--- config.mk ---
export PLATFORM = sky130hd
export DESIGN_NAME = irq_dest_router
export DESIGN_NICKNAME = d
export VERILOG_FILES = /design/src/rtl/irq_dest_pkg.sv /design/src/rtl/irq_dest_ctrl.sv /design/src/rtl/irq_dest_dp.sv /design/src/rtl/irq_dest_router.sv
export SDC_FILE = /design/constraint.sdc
export NUM_CORES = 1
export LEC_CHECK = 0
export ABC_AREA = 1
export BUFFER_PORTS_ARGS = -buffer_cell sky130_fd_sc_hd__buf_4
export CORE_ASPECT_RATIO = 1.25
export CORE_MARGIN = 3
export CORE_UTILIZATION = 42
export CTS_CLUSTER_SIZE = 14
export DETAILED_ROUTE_END_ITERATION = 8
export PLACE_DENSITY = 0.69
export SETUP_SLACK_MARGIN = 0.05
export SYNTH_ARGS = -nofsm -noshare
export SYNTH_HDL_FRONTEND = slang
export SYNTH_SLANG_ARGS = --single-unit
--- constraint.sdc ---
create_clock -name clk -period 3.71 [get_ports clk]
set_clock_uncertainty 0.2 [all_clocks]
set_input_delay 0.371 -clock clk [delete_from_list [all_inputs] [get_ports clk]]
set_output_delay 0.371 -clock clk [all_outputs]
set_load 0.1 [all_outputs]
--- src/rtl/irq_dest_pkg.sv ---
package irq_dest_pkg;
  localparam int ID_W = 8;
  localparam logic [3:0] FMT_FLAT    = 4'hF;
  localparam logic [3:0] FMT_CLUSTER = 4'h0;

  typedef enum logic [1:0] {
    SH_NONE   = 2'd0,
    SH_SELF   = 2'd1,
    SH_ALL    = 2'd2,
    SH_OTHERS = 2'd3
  } shorthand_e;

  typedef struct packed {
    logic loadOut;
    logic selLowest;
  } ctrlStrobe_t;
endpackage

--- src/rtl/irq_dest_ctrl.sv ---
module irq_dest_ctrl
  import irq_dest_pkg::*;
#(
  parameter int N = 8,
  localparam int IDXW = (N > 1) ? $clog2(N) : 1
) (
  input  logic            clk,
  input  logic            rstN,
  input  logic            cmdValid,
  input  logic            cmdLowest,
  input  logic [N-1:0]    candVec,
  output ctrlStrobe_t     strobe,
  output logic [N-1:0]    pickVec
);
  logic [IDXW-1:0] rrPtr;
  logic [IDXW-1:0] stopIdx;
  logic            found;

  // rotating search: ptr+1, ptr+2, ... wrapping, ending on ptr itself
  always_comb begin
    found   = 1'b0;
    stopIdx = rrPtr;
    pickVec = '0;
    for (int k = 1; k <= N; k++) begin
      logic [IDXW-1:0] idx;
      idx = IDXW'((int'(rrPtr) + k) % N);
      if (!found && candVec[idx]) begin
        found   = 1'b1;
        stopIdx = idx;
      end
    end
    if (found) pickVec[stopIdx] = 1'b1;
  end

  always_ff @(posedge clk or negedge rstN) begin
    if (!rstN) rrPtr <= '0;
    else if (cmdValid && cmdLowest) rrPtr <= stopIdx;
  end

  always_comb begin
    strobe.loadOut   = cmdValid;
    strobe.selLowest = cmdLowest;
  end


  pick_onehot_chk: assert property (@(posedge clk) disable iff (!rstN)
    $onehot0(pickVec) && ((pickVec & ~candVec) == '0));

  pick_nonempty_chk: assert property (@(posedge clk) disable iff (!rstN)
    (candVec != '0) |-> (pickVec != '0));

  ptr_hold_chk: assert property (@(posedge clk) disable iff (!rstN)
    !(cmdValid && cmdLowest && (candVec != '0)) |=> $stable(rrPtr));
endmodule

--- src/rtl/irq_dest_dp.sv ---
module irq_dest_dp
  import irq_dest_pkg::*;
#(
  parameter int N = 8,
  localparam int IDXW = (N > 1) ? $clog2(N) : 1
) (
  input  logic              clk,
  input  logic              rstN,
  input  logic [ID_W-1:0]   cmdDest,
  input  logic [1:0]        cmdShort,
  input  logic              cmdLogical,
  input  logic [IDXW-1:0]   cmdSender,
  input  logic [N*ID_W-1:0] tgtPhysId,
  input  logic [N*ID_W-1:0] tgtLogId,
  input  logic [N-1:0]      tgtPresent,
  input  logic [N-1:0]      tgtEnable,
  input  logic              fmtWrEn,
  input  logic [IDXW-1:0]   fmtWrIdx,
  input  logic [3:0]        fmtWrNib,
  input  ctrlStrobe_t       strobe,
  input  logic [N-1:0]      pickVec,
  output logic [N-1:0]      candVec,
  output logic [N-1:0]      acceptVec,
  output logic              acceptValid
);
  logic [N-1:0] matchVec;
  logic [3:0]   fmtQ [N];

  for (genvar gi = 0; gi < N; gi++) begin : g_tgt
    logic [ID_W-1:0] physId;
    logic [ID_W-1:0] logId;
    logic            logHit;
    logic            hit;

    assign physId = tgtPhysId[gi*ID_W +: ID_W];
    assign logId  = tgtLogId[gi*ID_W +: ID_W];

    always_ff @(posedge clk or negedge rstN) begin
      if (!rstN) fmtQ[gi] <= FMT_FLAT;
      else if (fmtWrEn && fmtWrIdx == IDXW'(gi)) fmtQ[gi] <= fmtWrNib;
    end

    always_comb begin
      unique case (fmtQ[gi])
        FMT_FLAT:    logHit = |(logId & cmdDest);
        FMT_CLUSTER: logHit = (logId[7:4] == cmdDest[7:4]) && |(logId[3:0] & cmdDest[3:0]);
        default:     logHit = 1'b0;
      endcase
    end

    always_comb begin
      unique case (shorthand_e'(cmdShort))
        SH_NONE:   hit = cmdLogical ? logHit : ((cmdDest == 8'hFF) || (cmdDest == physId));
        SH_SELF:   hit = (cmdSender == IDXW'(gi));
        SH_ALL:    hit = 1'b1;
        SH_OTHERS: hit = (cmdSender != IDXW'(gi));
        default:   hit = 1'b0;
      endcase
    end

    assign matchVec[gi] = hit;


    fmt_write_chk: assert property (@(posedge clk) disable iff (!rstN)
      (fmtWrEn && fmtWrIdx == IDXW'(gi)) |=> (fmtQ[gi] == $past(fmtWrNib)));
  end

  assign candVec = matchVec & tgtPresent & tgtEnable;

  always_ff @(posedge clk or negedge rstN) begin
    if (!rstN) begin
      acceptVec   <= '0;
      acceptValid <= 1'b0;
    end else if (strobe.loadOut) begin
      acceptVec   <= strobe.selLowest ? pickVec : candVec;
      acceptValid <= 1'b1;
    end else begin
      acceptVec   <= '0;
      acceptValid <= 1'b0;
    end
  end


  valid_follow_chk: assert property (@(posedge clk) disable iff (!rstN)
    strobe.loadOut |=> acceptValid);

  idle_zero_chk: assert property (@(posedge clk) disable iff (!rstN)
    !acceptValid |-> (acceptVec == '0));

  accept_allowed_chk: assert property (@(posedge clk) disable iff (!rstN)
    strobe.loadOut |=> ((acceptVec & ~$past(tgtPresent & tgtEnable)) == '0));
endmodule

--- src/rtl/irq_dest_router.sv ---
module irq_dest_router
  import irq_dest_pkg::*;
#(
  parameter int N = 8,
  localparam int IDXW = (N > 1) ? $clog2(N) : 1
) (
  input  logic              clk,
  input  logic              rstN,
  input  logic              cmdValid,
  input  logic [7:0]        cmdDest,
  input  logic [1:0]        cmdShort,
  input  logic              cmdLogical,
  input  logic              cmdLowest,
  input  logic [IDXW-1:0]   cmdSender,
  input  logic [N*8-1:0]    tgtPhysId,
  input  logic [N*8-1:0]    tgtLogId,
  input  logic [N-1:0]      tgtPresent,
  input  logic [N-1:0]      tgtEnable,
  input  logic              fmtWrEn,
  input  logic [IDXW-1:0]   fmtWrIdx,
  input  logic [3:0]        fmtWrNib,
  output logic [N-1:0]      acceptVec,
  output logic              acceptValid
);
  ctrlStrobe_t  strobe;
  logic [N-1:0] candVec;
  logic [N-1:0] pickVec;

  irq_dest_ctrl #(.N(N)) u_ctrl (
    .clk       (clk),
    .rstN      (rstN),
    .cmdValid  (cmdValid),
    .cmdLowest (cmdLowest),
    .candVec   (candVec),
    .strobe    (strobe),
    .pickVec   (pickVec)
  );

  irq_dest_dp #(.N(N)) u_dp (
    .clk         (clk),
    .rstN        (rstN),
    .cmdDest     (cmdDest),
    .cmdShort    (cmdShort),
    .cmdLogical  (cmdLogical),
    .cmdSender   (cmdSender),
    .tgtPhysId   (tgtPhysId),
    .tgtLogId    (tgtLogId),
    .tgtPresent  (tgtPresent),
    .tgtEnable   (tgtEnable),
    .fmtWrEn     (fmtWrEn),
    .fmtWrIdx    (fmtWrIdx),
    .fmtWrNib    (fmtWrNib),
    .strobe      (strobe),
    .pickVec     (pickVec),
    .candVec     (candVec),
    .acceptVec   (acceptVec),
    .acceptValid (acceptValid)
  );
endmodule

Yosys cells after proc, flatten, opt, wreduce, memory -nomap -nowiden
Cells that the tools add are included.

Bits in registers: 44. Input bits: 170. Output and inout bits: 9. Word-level logic and storage cells: 226.

Add/subtract/negate cells: 8. Order comparisons: 10. Eq/ne operators: 49. Mux-type cells: 62. Bitwise logic cells: 18. Reduce and logical (&&, ||, !) cells: 68.

Operators by type and width (number): 8-bit AND (10); 8-bit == test (8); 8-bit OR reduction (8); 3-bit by 4-bit < comparator with 1-bit output (second input constant) (9); 4-bit AND (8); 4-bit == test (8); 4-bit == test (second input constant) (8); 4-bit zero test (8); 1-bit case mux with 4 select lines (8); 4-bit OR reduction (8); 1-bit two-way mux (26); 1-bit logical AND (25); 1-bit binary-select mux with 3-bit select (8); 3-bit == test (second input constant) (8); 3-bit two-way mux (8); 8-bit two-way mux (3); 1-bit case mux with 2 select lines (8); 3-bit adder (second input constant) (4); 3-bit by 2-bit == test with 1-bit output (second input constant) (4); 3-bit != test (second input constant) (4); 8-bit == test (second input constant) (1); 1-bit logical OR (8); 1-bit zero test (7); 3-bit by 1-bit adder with 3-bit output (second input constant) (2); other kinds (11) (16).

Logic depth before layout (Yosys ltp)
Gate-level depths: netlist of run 1.

Depth after elaboration: 39. Mapped depth: 27. Gate-level depth less buffers: 26.

Modules after synthesis
Synthesis of run 1 repeated with hierarchy kept, for this count alone.

Cells, all modules: 866. Area, all modules: 5296.3 um2.

Modules (own cells, without submodules): irq_dest_dp (instances 1, cells an instance 687, area an instance 4294.1 um2, seq. area each 1066.0 um2); irq_dest_ctrl (instances 1, cells an instance 179, area an instance 1002.2 um2, seq. area each 75.1 um2).

Worst setup path before layout of run 1
Ideal clock, no wire load.

Kind: register to register. Start point: register u_ctrl.rrPtr[0]. End point: register u_dp.acceptVec[2]. Data arrival time: 2.331 ns. Setup slack: 1.044 ns. Cell stages (with the launch flop): 16. Buffers on the path: 1. Cell sequence: dfrtp_1 -> inv_1 -> buf_2 -> ha_1 -> inv_1 -> nand3_2 -> nand3_2 -> nand2_1 -> nor2_4 -> nand4_4 -> nor2_2 -> nand2_1 -> a21oi_2 -> nor2_4 -> nand3_1 -> a21oi_1.

Cells in the longest elaborated chain, start to end: 32. Elaborated cells between the ends (all ways): 62. Those cells by class: add/sub (8); order compare (2); mux (37); reduce/logical (15).

Ends and longest elaborated chain: from (decl) (RTL line irq_dest_ctrl.sv:15) `logic [IDXW-1:0] rrPtr;`; from (signal assigned) (RTL line irq_dest_ctrl.sv:37) `else if (cmdValid && cmdLowest) rrPtr <= stopIdx;`; 3-bit by 1-bit adder with 3-bit output (RTL line irq_dest_ctrl.sv:26) `idx = IDXW'((int'(rrPtr) + k) % N);`; 1-bit binary-select mux with 3-bit select (RTL line irq_dest_ctrl.sv:27) `if (!found && candVec[idx]) begin`; 1-bit two-way mux (implied by the code) (RTL line irq_dest_ctrl.sv:27); 1-bit two-way mux (RTL line irq_dest_ctrl.sv:27); 1-bit zero test (RTL line irq_dest_ctrl.sv:27); 1-bit logical AND (RTL line irq_dest_ctrl.sv:27); 1-bit two-way mux (RTL line irq_dest_ctrl.sv:27); 1-bit zero test (RTL line irq_dest_ctrl.sv:27); (+16 left out); 3-bit two-way mux (RTL line irq_dest_ctrl.sv:27); 3-bit by 4-bit < comparator with 1-bit output (implied by the code) or 3-bit by 1-bit greater-or-equal comparator with 1-bit output (tied branches) (RTL line irq_dest_ctrl.sv:32) `if (found) pickVec[stopIdx] = 1'b1;`; 1-bit logical AND (implied by the code) (RTL line irq_dest_ctrl.sv:32); 1-bit two-way mux (implied by the code) (RTL line irq_dest_ctrl.sv:32); 1-bit demux with 3-bit select; 8-bit two-way mux (*) (RTL line irq_dest_ctrl.sv:32); 8-bit two-way mux (*) (RTL line irq_dest_dp.sv:75) `acceptVec <= strobe.selLowest ? pickVec : candVec;`; 8-bit two-way mux (*) (RTL line irq_dest_dp.sv:74) `end else if (strobe.loadOut) begin`; to (signal assigned) (RTL line irq_dest_dp.sv:75); to (decl) (RTL line irq_dest_dp.sv:23) `output logic [N-1:0] acceptVec,`.

Mark *: on every way between the ends. The rest lies on a longest branch, timed or not. The select of a mux whose other input is x is not followed. A chain may end at the register's enable or synchronous reset.

Worst setup path in the final report of run 1
Start point: input port cmdDest[5]. End point: register u_dp.acceptVec[3].

Cells in the longest elaborated chain, start to end: 38. Elaborated cells between the ends (all ways): 129. Those cells by class: order compare (2); eq/ne (17); mux (61); bitwise (10); reduce/logical (39).

Ends and longest elaborated chain: from (decl) (RTL line irq_dest_router.sv:10) `input logic [7:0] cmdDest,`; 8-bit AND or 4-bit == test (tied branches) (RTL line irq_dest_dp.sv:45, irq_dest_dp.sv:46); 8-bit OR reduction or 1-bit logical AND (tied branches) (RTL line irq_dest_dp.sv:45, irq_dest_dp.sv:46); 1-bit case mux with 2 select lines (RTL line irq_dest_dp.sv:44) `unique case (fmtQ[gi])`; 1-bit two-way mux (RTL line irq_dest_dp.sv:53) `SH_NONE: hit = cmdLogical ? logHit : ((cmdDest == 8'hFF) || (cmdDest == physId));`; 1-bit case mux with 4 select lines (RTL line irq_dest_dp.sv:52) `unique case (shorthand_e'(cmdShort))`; 8-bit AND (*) (2 in series) (RTL line irq_dest_dp.sv:68) `assign candVec = matchVec & tgtPresent & tgtEnable;`; 1-bit binary-select mux with 3-bit select (RTL line irq_dest_ctrl.sv:27); 1-bit two-way mux (implied by the code) (RTL line irq_dest_ctrl.sv:27); (+21 left out); 3-bit two-way mux (RTL line irq_dest_ctrl.sv:27); 3-bit by 4-bit < comparator with 1-bit output (implied by the code) or 3-bit by 1-bit greater-or-equal comparator with 1-bit output (tied branches) (RTL line irq_dest_ctrl.sv:32); 1-bit logical AND (implied by the code) (RTL line irq_dest_ctrl.sv:32); 1-bit two-way mux (implied by the code) (RTL line irq_dest_ctrl.sv:32); 1-bit demux with 3-bit select; 8-bit two-way mux (RTL line irq_dest_ctrl.sv:32); 8-bit two-way mux (*) (RTL line irq_dest_dp.sv:75); 8-bit two-way mux (*) (RTL line irq_dest_dp.sv:74).

Marks and branches as above.

==> run_results.csv, run 1 <==
group,metric,value,unit
flow_run,cap_violations,0,
timing,final.period_utilization,0.801,
routing,totalWireLength,16.5,mm
timing,max_freq,336,MHz
floorplan,num_rows,45,
global_route,grtUsageTotal,0.235,
routing,route.vias.total,5616,
clock_tree,cts-root-buf,"clkbuf_16",
synthesis,ys_seq_area_frac,0.215,
layout,final_cell_mix,"nand2_1, buf_4, nor2_1",
clock_tree,cts_buffer_depth,2,
clock_tree,cts_buffers,5,
clock_tree,path_clk_slew,0.07,ns
timing,finalSetupTns,0,ns
hold_path,hp-class,"input port to flip-flop",
synthesis,netlist_area,5300,um2
critical_path,cp_common_cell,"nand2_1",
global_route,grt_pass1_vias,5514,
timing,holdWs,0.0614,ns
timing,hold_violations,0,
routing,wl_met1,6.94,mm
layout,final_common_cell,"nand2_1",
global_route,grt_overflow_total,0,
global_route,antenna_found_initial,0,
power_and_ir_drop,cellPowerDensity,560,nW/um2
routing,wl_met3,769,um
layout,drive_above_1_share,0.293,
critical_path,r2r_cells,15,
global_route,grt_first_pass_wirelength,26.6,mm
synthesis,synth_cells,834,
floorplan,die_h,132,um
clock_tree,insertion_delay,0.29,ns
place,place.gp.congestion,0.947,
timing,slew_headroom,0.516,
critical_path,cp_max_fo,17,
synthesis,ys_ff_latch,44,
place,hpwl,13.6,mm
timing,setup_slack,0.737,ns
critical_path,critPathRequiredTime,3.72,ns
power_and_ir_drop,leakage,3.51,nW
layout,syn2layout_area_growth,29.2,%
place,dp_slack,0.470,ns
floorplan,core,12200,um2
synthesis,yosys_most_used_dff,"dfstp_2",
critical_path,path_depth,25,
clock_tree,cts.sinks,44,
floorplan,die_w,106,um
layout,antennaDiodeCount,0,
place,placedCellCount,1160,
hold_path,holdPathStages,1,
routing,firstDrtPassIters,4,
clock_tree,cts_tree,"built",
timing,drv_slew,0,
routing,drcViolationCount,0,
routing,drtIter0Drc,233,
clock_tree,cts_resized,0,
global_route,grt_max_degree,45,
timing,tightest_slew,0.720,ns
synthesis,async_flop_share,1.00,
timing,setup_viol,0,
routing,via_per_inst,4.80,
synthesis,synth_warnings,0,
critical_path,crit_buf_inv,2,
layout,fill_cells,1268,
layout,seq_area,1140,um2
routing,wl_per_cell,14.1,um
critical_path,criticalPathCategory,"input port to flip-flop",
layout,fin_cells,1169,
layout,nets,1208,
critical_path,startpoint_type,"input port",
place,port_buffers,178,
power_and_ir_drop,ir_worst_vdd,0.348,mV
routing,antenna_left,0,
layout,multi_input_area,3650,um2
routing,highest_layer,"met4",
critical_path,max_stage_delay,0.28,ns
timing,rsz0062_at_grt,"no",
critical_path,endpoint_kind,"flip-flop",
critical_path,slowest_stage,"ha_1",
floorplan,initial_utilization,0.434,
critical_path,cp.arrival,2.99,ns
clock_tree,postCtsSetupRepairBufs,0,
synthesis,synth_edf_count,0,
synthesis,syn_area_per_cell,6.35,um2
floorplan,io_pins,179,
critical_path,cp_top_family,"simple AND/OR/NAND/NOR gates",
timing,final.min_clock_period,2.97,ns
clock_tree,htreeDepth,2,
synthesis,syn-num-nets,1038,
floorplan,dieArea,14000,um2
synthesis,ys_types,35,
run_status,status,"finished clean",
routing,dr_wl_met2,8.38,mm
## logic make-up (layout without fill, tap and decap cells)
family,count (synthesis),after routing,synth area share
xor gates and xnor gates,48,48,0.0808
and+or+nand+nor,524,524,0.450
adders and majority gates,34,34,0.0803
DFF,44,44,0.215
buffers and inverters,107,278,0.0952
AOI/OAI and AO/OA,77,77,0.0779
## per-layer routing
metal | up-vias | GRT usage
met5 | - | 0
met4 | 0 | 0.0604
met3 | 23 | 0.0275
met2 | 142 | 0.423
met1 | 2480 | 0.295
li1 | 2971 | -
## cell usage after synthesis (3+ instances only)
cell,instances,area [um2]
nand2_1,297,1110
nor2_1,83,312
inv_1,79,297
nand3_1,72,360
o21ai_0,48,240
xnor2_1,46,403
ha_1,34,425
dfstp_2,32,841
nand2_2,21,131
a21oi_1,20,100
nand3_2,19,190
dfrtp_1,12,300
inv_2,8,30.0
nor2_2,8,50.1
nor3_1,7,35.0
buf_2,6,30.0
buf_4,5,37.5
buf_6,5,56.3
nand4_1,4,25.0
a21oi_2,3,26.3
nand2_4,3,33.8
nor2_4,3,33.8
o21ai_1,3,15.0
## through the flow
step                       util  cell area, um2  total power, W
final                     0.560            6840         0.00383
after global routing      0.560            6840         0.00415
after CTS                 0.560            6840         0.00383
after detailed placement  0.548            6690         0.00339
after global placement    0.548            6690         0.00337
after floorplan               -            5300         0.00276
## registers in the layout (all words and copies together) (netlist names)
| register | count |
|---|---|
| u_ctrl.rrPtr | 3 |
| u_dp.fmtQ | 32 |
| u_dp.acceptVec | 8 |
| u_dp.acceptValid | 1 |
## worst register-to-register path, cell delays in order (launching register included)
cell	delay [ns]
dfrtp_1	0.39
buf_4	0.19
ha_1	0.22
xnor2_1	0.41
inv_1	0.17
nand3_2	0.14
nand2_1	0.12
nor2_4	0.15
nand4_4	0.11
nor2_2	0.13
nand2_2	0.08
nand2_1	0.10
nand2_2	0.10
inv_1	0.13
nand3_1	0.08
a21oi_1	0.13
## cell type report
type / count / share of cell area
clock buffers: 6 / 0.0188
well taps: 164 / 0.0300
flip-flops and latches: 44 / 0.167
multi-input cells: 683 / 0.534
inverters: 87 / 0.0477
repair buffers: 183 / 0.201
clock inverters: 2 / 0.00183
## worst paths after layout
check	slack, ns	start	to
min in group asynchronous	0.41	rstN	u_dp.acceptVec[7]
max in group asynchronous	2.50	rstN	u_dp.fmtQ[31]
setup / recovery	0.74	cmdDest[5]	u_dp.acceptVec[3]
setup reg to reg	0.80	u_ctrl.rrPtr[0]	u_dp.acceptVec[3]
hold reg to reg	0.29	u_dp.fmtQ[26]	u_dp.fmtQ[26]
hold / removal	0.06	cmdValid	u_dp.acceptValid
## where the power goes
group          leakage (nW)  internal [W]  switching [W]
clock                0.0669      0.000249       0.000184
combinational          2.95      0.000894        0.00180
sequential            0.491      0.000638      0.0000724
total                  3.51       0.00178        0.00205
## what timing repair did
action | in CTS | in global routing
setup endpoints to repair | 0 | 0
endpoints found under the hold margin | 12 | 0
hold buffers | 1 | 0
(Power assumes the default switching activity.)
==> run 2: changes to the inputs <==
ABC_AREA = 0   (was 1)
clock period = 3.1 ns   (was 3.71 ns; I/O delays follow)
==> run 2 against run 1 <==
Compared with the run above: the flow now finishes with violations (setup timing); combinational power grew 68%; area after synthesis shrank 5.0%; count of clock-buffer cells in the layout shrank 1; critical path type unchanged; critical endpoint is now u_dp.acceptVec[4]; highest routed layer unchanged.
==> run_results.csv, run 2 <==
group,metric,value,unit
run_status,status,"complete, but fails checks",
run_status,violations,"setup timing",
layout,fin_cells,959,
timing,tightest_slew,0.808,ns
synthesis,yosysTopAreaCellShare,0.167,
layout,fill_cells,944,
routing,drcViolationCount,0,
critical_path,cp_common_cell,"and2_4",
critical_path,max_stage_delay,0.51,ns
synthesis,async_flop_share,1.00,
global_route,grt_first_pass_wirelength,29.5,mm
place,port_buffers,178,
synthesis,yosys_most_used_dff,"dfstp_2",
power_and_ir_drop,leakage,3.39,nW
timing,max_freq,264,MHz
floorplan,die_h,128,um
power_and_ir_drop,finalPower,0.00607,W
timing,drv_slew,0,
routing,wl_per_cell,20.5,um
critical_path,r2r-start,"u_dp.fmtQ[30]",
synthesis,netlist_area,5030,um2
global_route,grt_pass1_vias,5722,
routing,firstDrtPassIters,5,
critical_path,cp_max_fo,7,
layout,antennaDiodeCount,0,
timing,finalSetupTns,-6.97,ns
timing,rsz0062_at_grt,"yes",
power_and_ir_drop,switchingPower,0.00277,W
clock_tree,cts_tree,"built",
synthesis,syn_area_per_cell,9.85,um2
global_route,grt_overflow_total,0,
routing,via_per_inst,5.79,
critical_path,endpoint_kind,"flip-flop",
critical_path,slowest_stage,"mux4_2",
clock_tree,htreeDepth,2,
synthesis,synth_top_area_cell,"dfstp_2",
synthesis,synth.area.top_cells,"dfstp_2, xnor2_1, mux2_2",
critical_path,startpoint_type,"input port",
floorplan,dieArea,13300,um2
critical_path,criticalPathCategory,"input port to flip-flop",
power_and_ir_drop,intPower,0.00330,W
floorplan,num_rows,44,
layout,top_register,"u_dp.fmtQ",
critical_path,startpoint,"cmdDest[7]",
layout,nets,1001,
power_and_ir_drop,ir_worst_vdd,0.479,mV
hold_path,hp-class,"input port to flip-flop",
floorplan,die_w,104,um
clock_tree,cts.sinks,44,
timing,setup_viol,11,
timing,hold_violations,0,
synthesis,synth_edf_count,0,
critical_path,critPathRequiredTime,3.13,ns
synthesis,ys_types,69,
power_and_ir_drop,switching_share,0.456,
layout,top_regs,"u_dp.fmtQ (32), u_dp.acceptVec (8), u_ctrl.rrPtr (3)",
power_and_ir_drop,combPwrFrac,0.746,
clock_tree,cts-root-buf,"clkbuf_16",
critical_path,worstPathCellList,"buf_12 > ha_4 > or4_1 > a211o_1 > o211ai_4 > nand3_4 > mux4_2 > a211o_4 > and2_4 > o21a_1 > o311ai_4 > and2_4 > a41o_2",
layout,final_cell_mix,"buf_4, xnor2_1, nand4_1, mux2_2, dfstp_2",
place,placedCellCount,938,
clock_tree,cts_buffers,5,
timing,setup_slack,-0.692,ns
clock_tree,cts_buffer_depth,2,
place,hpwl,15.7,mm
hold_path,hp-start,"fmtWrNib[1]",
layout,largest_reg_flops,32,
global_route,antenna_found_initial,0,
layout,post-route-util,0.688,
synthesis,ys_seq_area_frac,0.227,
synthesis,synthTopCellsByCount,"xnor2_1, mux2_2, nand4_1",
synthesis,yosysMostFrequentCell,"xnor2_1",
power_and_ir_drop,p_seq_frac,0.151,
timing,final.period_utilization,1.22,
place,place.gp.congestion,0.965,
routing,antenna_left,0,
synthesis,syn-num-nets,715,
routing,totalWireLength,19.6,mm
clock_tree,insertion_delay,0.29,ns
flow_run,cap_violations,0,
floorplan,initial_utilization,0.431,
layout,syn2layout_area_growth,59.5,%
synthesis,ys_ff_latch,44,
clock_tree,path_clk_slew,0.07,ns
timing,final.min_clock_period,3.79,ns
routing,route.vias.total,5549,
global_route,grt_max_degree,45,
critical_path,cp.arrival,3.82,ns
floorplan,core,11700,um2
synthesis,synth_warnings,0,
synthesis,synth_cells,511,
floorplan,io_pins,179,
routing,drtIter0Drc,237,
layout,final_common_cell,"buf_4",
layout,drive_above_1_share,0.576,
power_and_ir_drop,pwr-share-clk,0.104,
global_route,grtUsageTotal,0.279,
power_and_ir_drop,cellPowerDensity,757,nW/um2
timing,slew_headroom,0.460,
==> run 2: final cells by class <==
cell class,count,area [um2],area share
Multi-Input combinational cell,434,4060,0.506
Sequential cell,44,1140,0.142
Clock buffer,5,125,0.0156
Inverter,8,30.0,0.00374
Clock inverter,3,45.0,0.00561
Tap cell,161,201,0.0251
Timing Repair Buffer,304,2430,0.302
==> run 2: repair_timing <==
action                                 in CTS  in global routing
pin swaps                                  24                 33
setup endpoints to repair                  11                 11
setup buffers                               6                  4
hold buffers                                2                  0
endpoints found under the hold margin      13                  0
gates cloned                                1                  0
gates resized for setup                    27                 35
==> run 2: power groups by stage <==
stage                     Clock (W)  Combinational (W)  Sequential, W
final                      0.000629            0.00453       0.000914
after global routing       0.000654            0.00475       0.000933
after CTS                  0.000632            0.00408       0.000905
after detailed placement          0            0.00371       0.000910
after global placement            0            0.00363       0.000905
after floorplan                   0            0.00207        0.00118
==> run 2: cell families after synthesis <==
logic type / count (synthesis) / share of synthesized area
AO/OA/AOI/OAI: 101 / 0.161
XOR/XNOR: 79 / 0.139
adder cells (fa/ha/maj): 34 / 0.0845
buffers and inverters: 34 / 0.0502
flip-flops: 44 / 0.227
multiplexers: 57 / 0.141
AND/OR/NAND/NOR: 162 / 0.197
==> run 2: stage by stage <==
step / hold WS, ns / area (um2) / worst slack [ns]
global placement: 0.132 / 7410 / -1.04
global route: 0.143 / 8030 / -0.805
finish: 0.133 / 8030 / -0.692
floorplan: -0.186 / 5170 / -0.738
detailed placement: 0.140 / 7410 / -1.14
CTS: 0.134 / 7810 / -0.674
==> run 2: routing by layer <==
metal | vias up | part of all wire | track usage
met3 | 56 | 0.056 | 0.0472
met2 | 240 | 0.53 | 0.534
met1 | 2678 | 0.37 | 0.304
met5 | - | 0 | 0
li1 | 2575 | - | -
met4 | 0 | 0.037 | 0.115
==> run 2: path summary, 6_finish.rpt <==
check | endpoint | slack, ns | cells after the start
setup / recovery | u_dp.acceptVec[4] | -0.69 | 13
hold / removal | u_dp.fmtQ[17] | 0.13 | 2
min in group asynchronous | u_ctrl.rrPtr[0] | 0.36 | 2
max in group asynchronous | u_dp.fmtQ[31] | 1.96 | 2
setup reg to reg | u_dp.acceptVec[4] | -0.67 | 11
hold reg to reg | u_dp.fmtQ[25] | 0.43 | 1
==> run 2: worst max-delay path: cells and delay by family <==
family	cells	cell delay, ns
compound gates	6	1.61
fa+ha+maj	1	0.22
buf+inv	1	0.13
mux	1	0.51
simple gates	4	1.04
==> run 3: changes to the inputs <==
ABC_AREA = default   (was 0)
PLACE_DENSITY = 0.7   (was 0.69)
SYNTH_HIERARCHICAL = 1   (was default)
==> run 3 against run 2 <==
Compared with the run above: the flow still finishes with violations (setup timing); maximum frequency is 8.2% lower; largest power group unchanged; global-route usage is 0.088 points higher; final area is 4.6% lower.
==> run_results.csv, run 3 <==
group,metric,value,unit
run_status,status,"complete, but fails checks",
run_status,violations,"setup timing",
timing,final.min_clock_period,4.13,ns
power_and_ir_drop,ir_worst_vdd,0.599,mV
routing,wl_per_cell,21.4,um
layout,fill_cells,845,
layout,post-route-util,0.685,
clock_tree,cts_tree,"built",
synthesis,syn_area_per_cell,10.1,um2
layout,seq_area,1140,um2
synthesis,ys_seq_area_frac,0.234,
power_and_ir_drop,finalPower,0.00545,W
critical_path,cp.arrival,4.10,ns
clock_tree,cts.sinks,44,
layout,final_common_cell,"buf_4",
flow_run,cap_violations,0,
timing,slew_headroom,0.481,
synthesis,synth_warnings,6,
floorplan,initial_utilization,0.435,
synthesis,yosys_most_used_dff,"dfstp_2",
critical_path,cp_max_fo,8,
clock_tree,htreeDepth,2,
synthesis,netlist_area,4870,um2
timing,hold_violations,0,
place,place.gp.congestion,0.920,
clock_tree,cts_buffers,5,
place,hpwl,14.7,mm
timing,max_freq,242,MHz
layout,top_register,"u_dp/fmtQ",
clock_tree,cts-root-buf,"clkbuf_16",
floorplan,die_w,102,um
synthesis,synth_edf_count,0,
timing,final.period_utilization,1.33,
routing,drcViolationCount,0,
routing,drtIter0Drc,250,
clock_tree,cts_buffer_depth,2,
global_route,antenna_found_initial,0,
synthesis,syn-num-nets,688,
timing,holdWs,0.0494,ns
layout,nets,951,
clock_tree,insertion_delay,0.28,ns
layout,top_regs,"u_dp/fmtQ (32), u_dp/acceptVec (8), u_ctrl/rrPtr (3)",
synthesis,synth_cells,484,
hold_path,holdPathStages,1,
routing,via_per_inst,5.96,
critical_path,critPathRequiredTime,3.07,ns
layout,fin_cells,882,
layout,antennaDiodeCount,0,
global_route,grt_max_degree,45,
floorplan,dieArea,12900,um2
synthesis,ys_ff_latch,44,
layout,syn2layout_area_growth,57.4,%
place,placedCellCount,855,
critical_path,criticalPathCategory,"input port to flip-flop",
layout,multi_input_area,3950,um2
synthesis,synthTopCellsByCount,"xor2_1, mux2_2, ha_1",
timing,setup_slack,-1.03,ns
layout,largest_reg_flops,32,
floorplan,num_rows,43,
synthesis,async_flop_share,1.00,
timing,setup_viol,11,
synthesis,yosysMostFrequentCell,"xor2_1",
synthesis,synth_top_area_cell,"dfstp_2",
global_route,grt_pass1_vias,5480,
synthesis,yosysTopAreaCellShare,0.173,
timing,rsz0062_at_grt,"yes",
critical_path,endpoint_kind,"flip-flop",
timing,tightest_slew,0.773,ns
critical_path,r2r_cells,14,
clock_tree,path_clk_slew,0.06,ns
routing,totalWireLength,18.9,mm
global_route,grt_overflow_total,0,
synthesis,ys_types,64,
power_and_ir_drop,cellPowerDensity,711,nW/um2
place,port_buffers,178,
routing,antenna_left,0,
power_and_ir_drop,leakage,3.32,nW
hold_path,hp-class,"input port to flip-flop",
floorplan,die_h,126,um
floorplan,io_pins,179,
layout,drive_above_1_share,0.594,
global_route,grt_first_pass_wirelength,28.1,mm
synthesis,synth.area.top_cells,"dfstp_2, xor2_1, mux2_2",
layout,final_cell_mix,"buf_4, xor2_1, mux2_2",
timing,drv_slew,0,
routing,route.vias.total,5256,
critical_path,startpoint_type,"input port",
routing,firstDrtPassIters,5,
global_route,grtUsageTotal,0.279,
floorplan,core,11200,um2
-- run 3: cell count changes after synthesis, sizes merged, moves of 8 or more --
cell	before	now
a21oi	9	21
a22o	12	2
nand2	19	28
nand4	38	12
nor2	17	7
nor4	13	31
o211ai	16	1
o21ai	17	9
xnor2	74	26
xor2	5	54
-- run 3: worst max-delay path, stage by stage --
cell     delay (ns)
buf_12         0.13
buf_4          0.13
ha_2           0.17
or4_1          0.40
o21ai_1        0.17
a31oi_2        0.12
o31a_1         0.32
mux4_2         0.55
buf_4          0.17
buf_4          0.12
nand2_1        0.07
a21oi_2        0.07
a311o_1        0.33
o41ai_4        0.49
nor3_1         0.11
a32o_1         0.23
a31o_2         0.21
-- run 3: logic make-up (layout without fill, tap and decap cells) --
logic type | count (synthesis) | after routing | synth area share
AOI/OAI and AO/OA | 98 | 98 | 0.154
xor gates and xnor gates | 80 | 80 | 0.144
buffers and inverters | 29 | 292 | 0.0427
adders and majority gates | 34 | 34 | 0.0874
muxes | 59 | 59 | 0.166
and+or+nand+nor | 140 | 140 | 0.171
DFF | 44 | 44 | 0.234
-- run 3: area by class of cell --
type | instances | area share
Timing Repair Buffer | 281 | 0.294
Inverter | 4 | 0.00196
Clock buffer | 5 | 0.0163
Multi-Input combinational cell | 411 | 0.515
Sequential cell | 44 | 0.149
Tap cell | 135 | 0.0220
Clock inverter | 2 | 0.00163
-- run 3: per-stage QoR --
stage | setup TNS, ns | setup slack, ns | cell area [um2]
after detailed placement | -13.37 | -1.37 | 6910
after floorplan | -7.73 | -0.927 | 4950
final | -9.71 | -1.03 | 7660
after CTS | -9.15 | -0.968 | 7380
after global routing | -11.08 | -1.15 | 7660
after global placement | -12.89 | -1.31 | 6910
-- run 3: worst paths after layout --
check                              start           endpoint  slack (ns)
max                           cmdDest[6]  u_dp/acceptVec[1]       -1.03
min                             cmdValid   u_dp/acceptValid        0.05
max reg2reg                u_dp/fmtQ[11]  u_dp/acceptVec[1]       -0.77
min reg2reg                u_dp/fmtQ[21]      u_dp/fmtQ[21]        0.42
max in group asynchronous           rstN      u_dp/fmtQ[11]        1.94
min in group asynchronous           rstN  u_dp/acceptVec[2]        0.38
-- run 3: timing repair --
action,4_1_cts,5_1_grt
pin swaps,26,27
endpoints found under the hold margin,12,0
setup endpoints to repair,11,11
hold buffers,1,0
setup buffers,11,10
gates cloned,1,1
resized for setup,43,42
-- run 3: report_power, final --
group	switching [W]	leakage, nW	total (W)	internal [W]
sequential	0.000120	0.493	0.000916	0.000796
clock	0.000218	0.0657	0.000511	0.000293
combinational	0.00203	2.76	0.00402	0.00199
-- run 3: per-layer routing --
metal / GRT usage / wire [um]
met1: 0.321 / 6920
met4: 0.137 / 1020
met5: 0 / 0
met2: 0.501 / 10000
met3: 0.0347 / 922
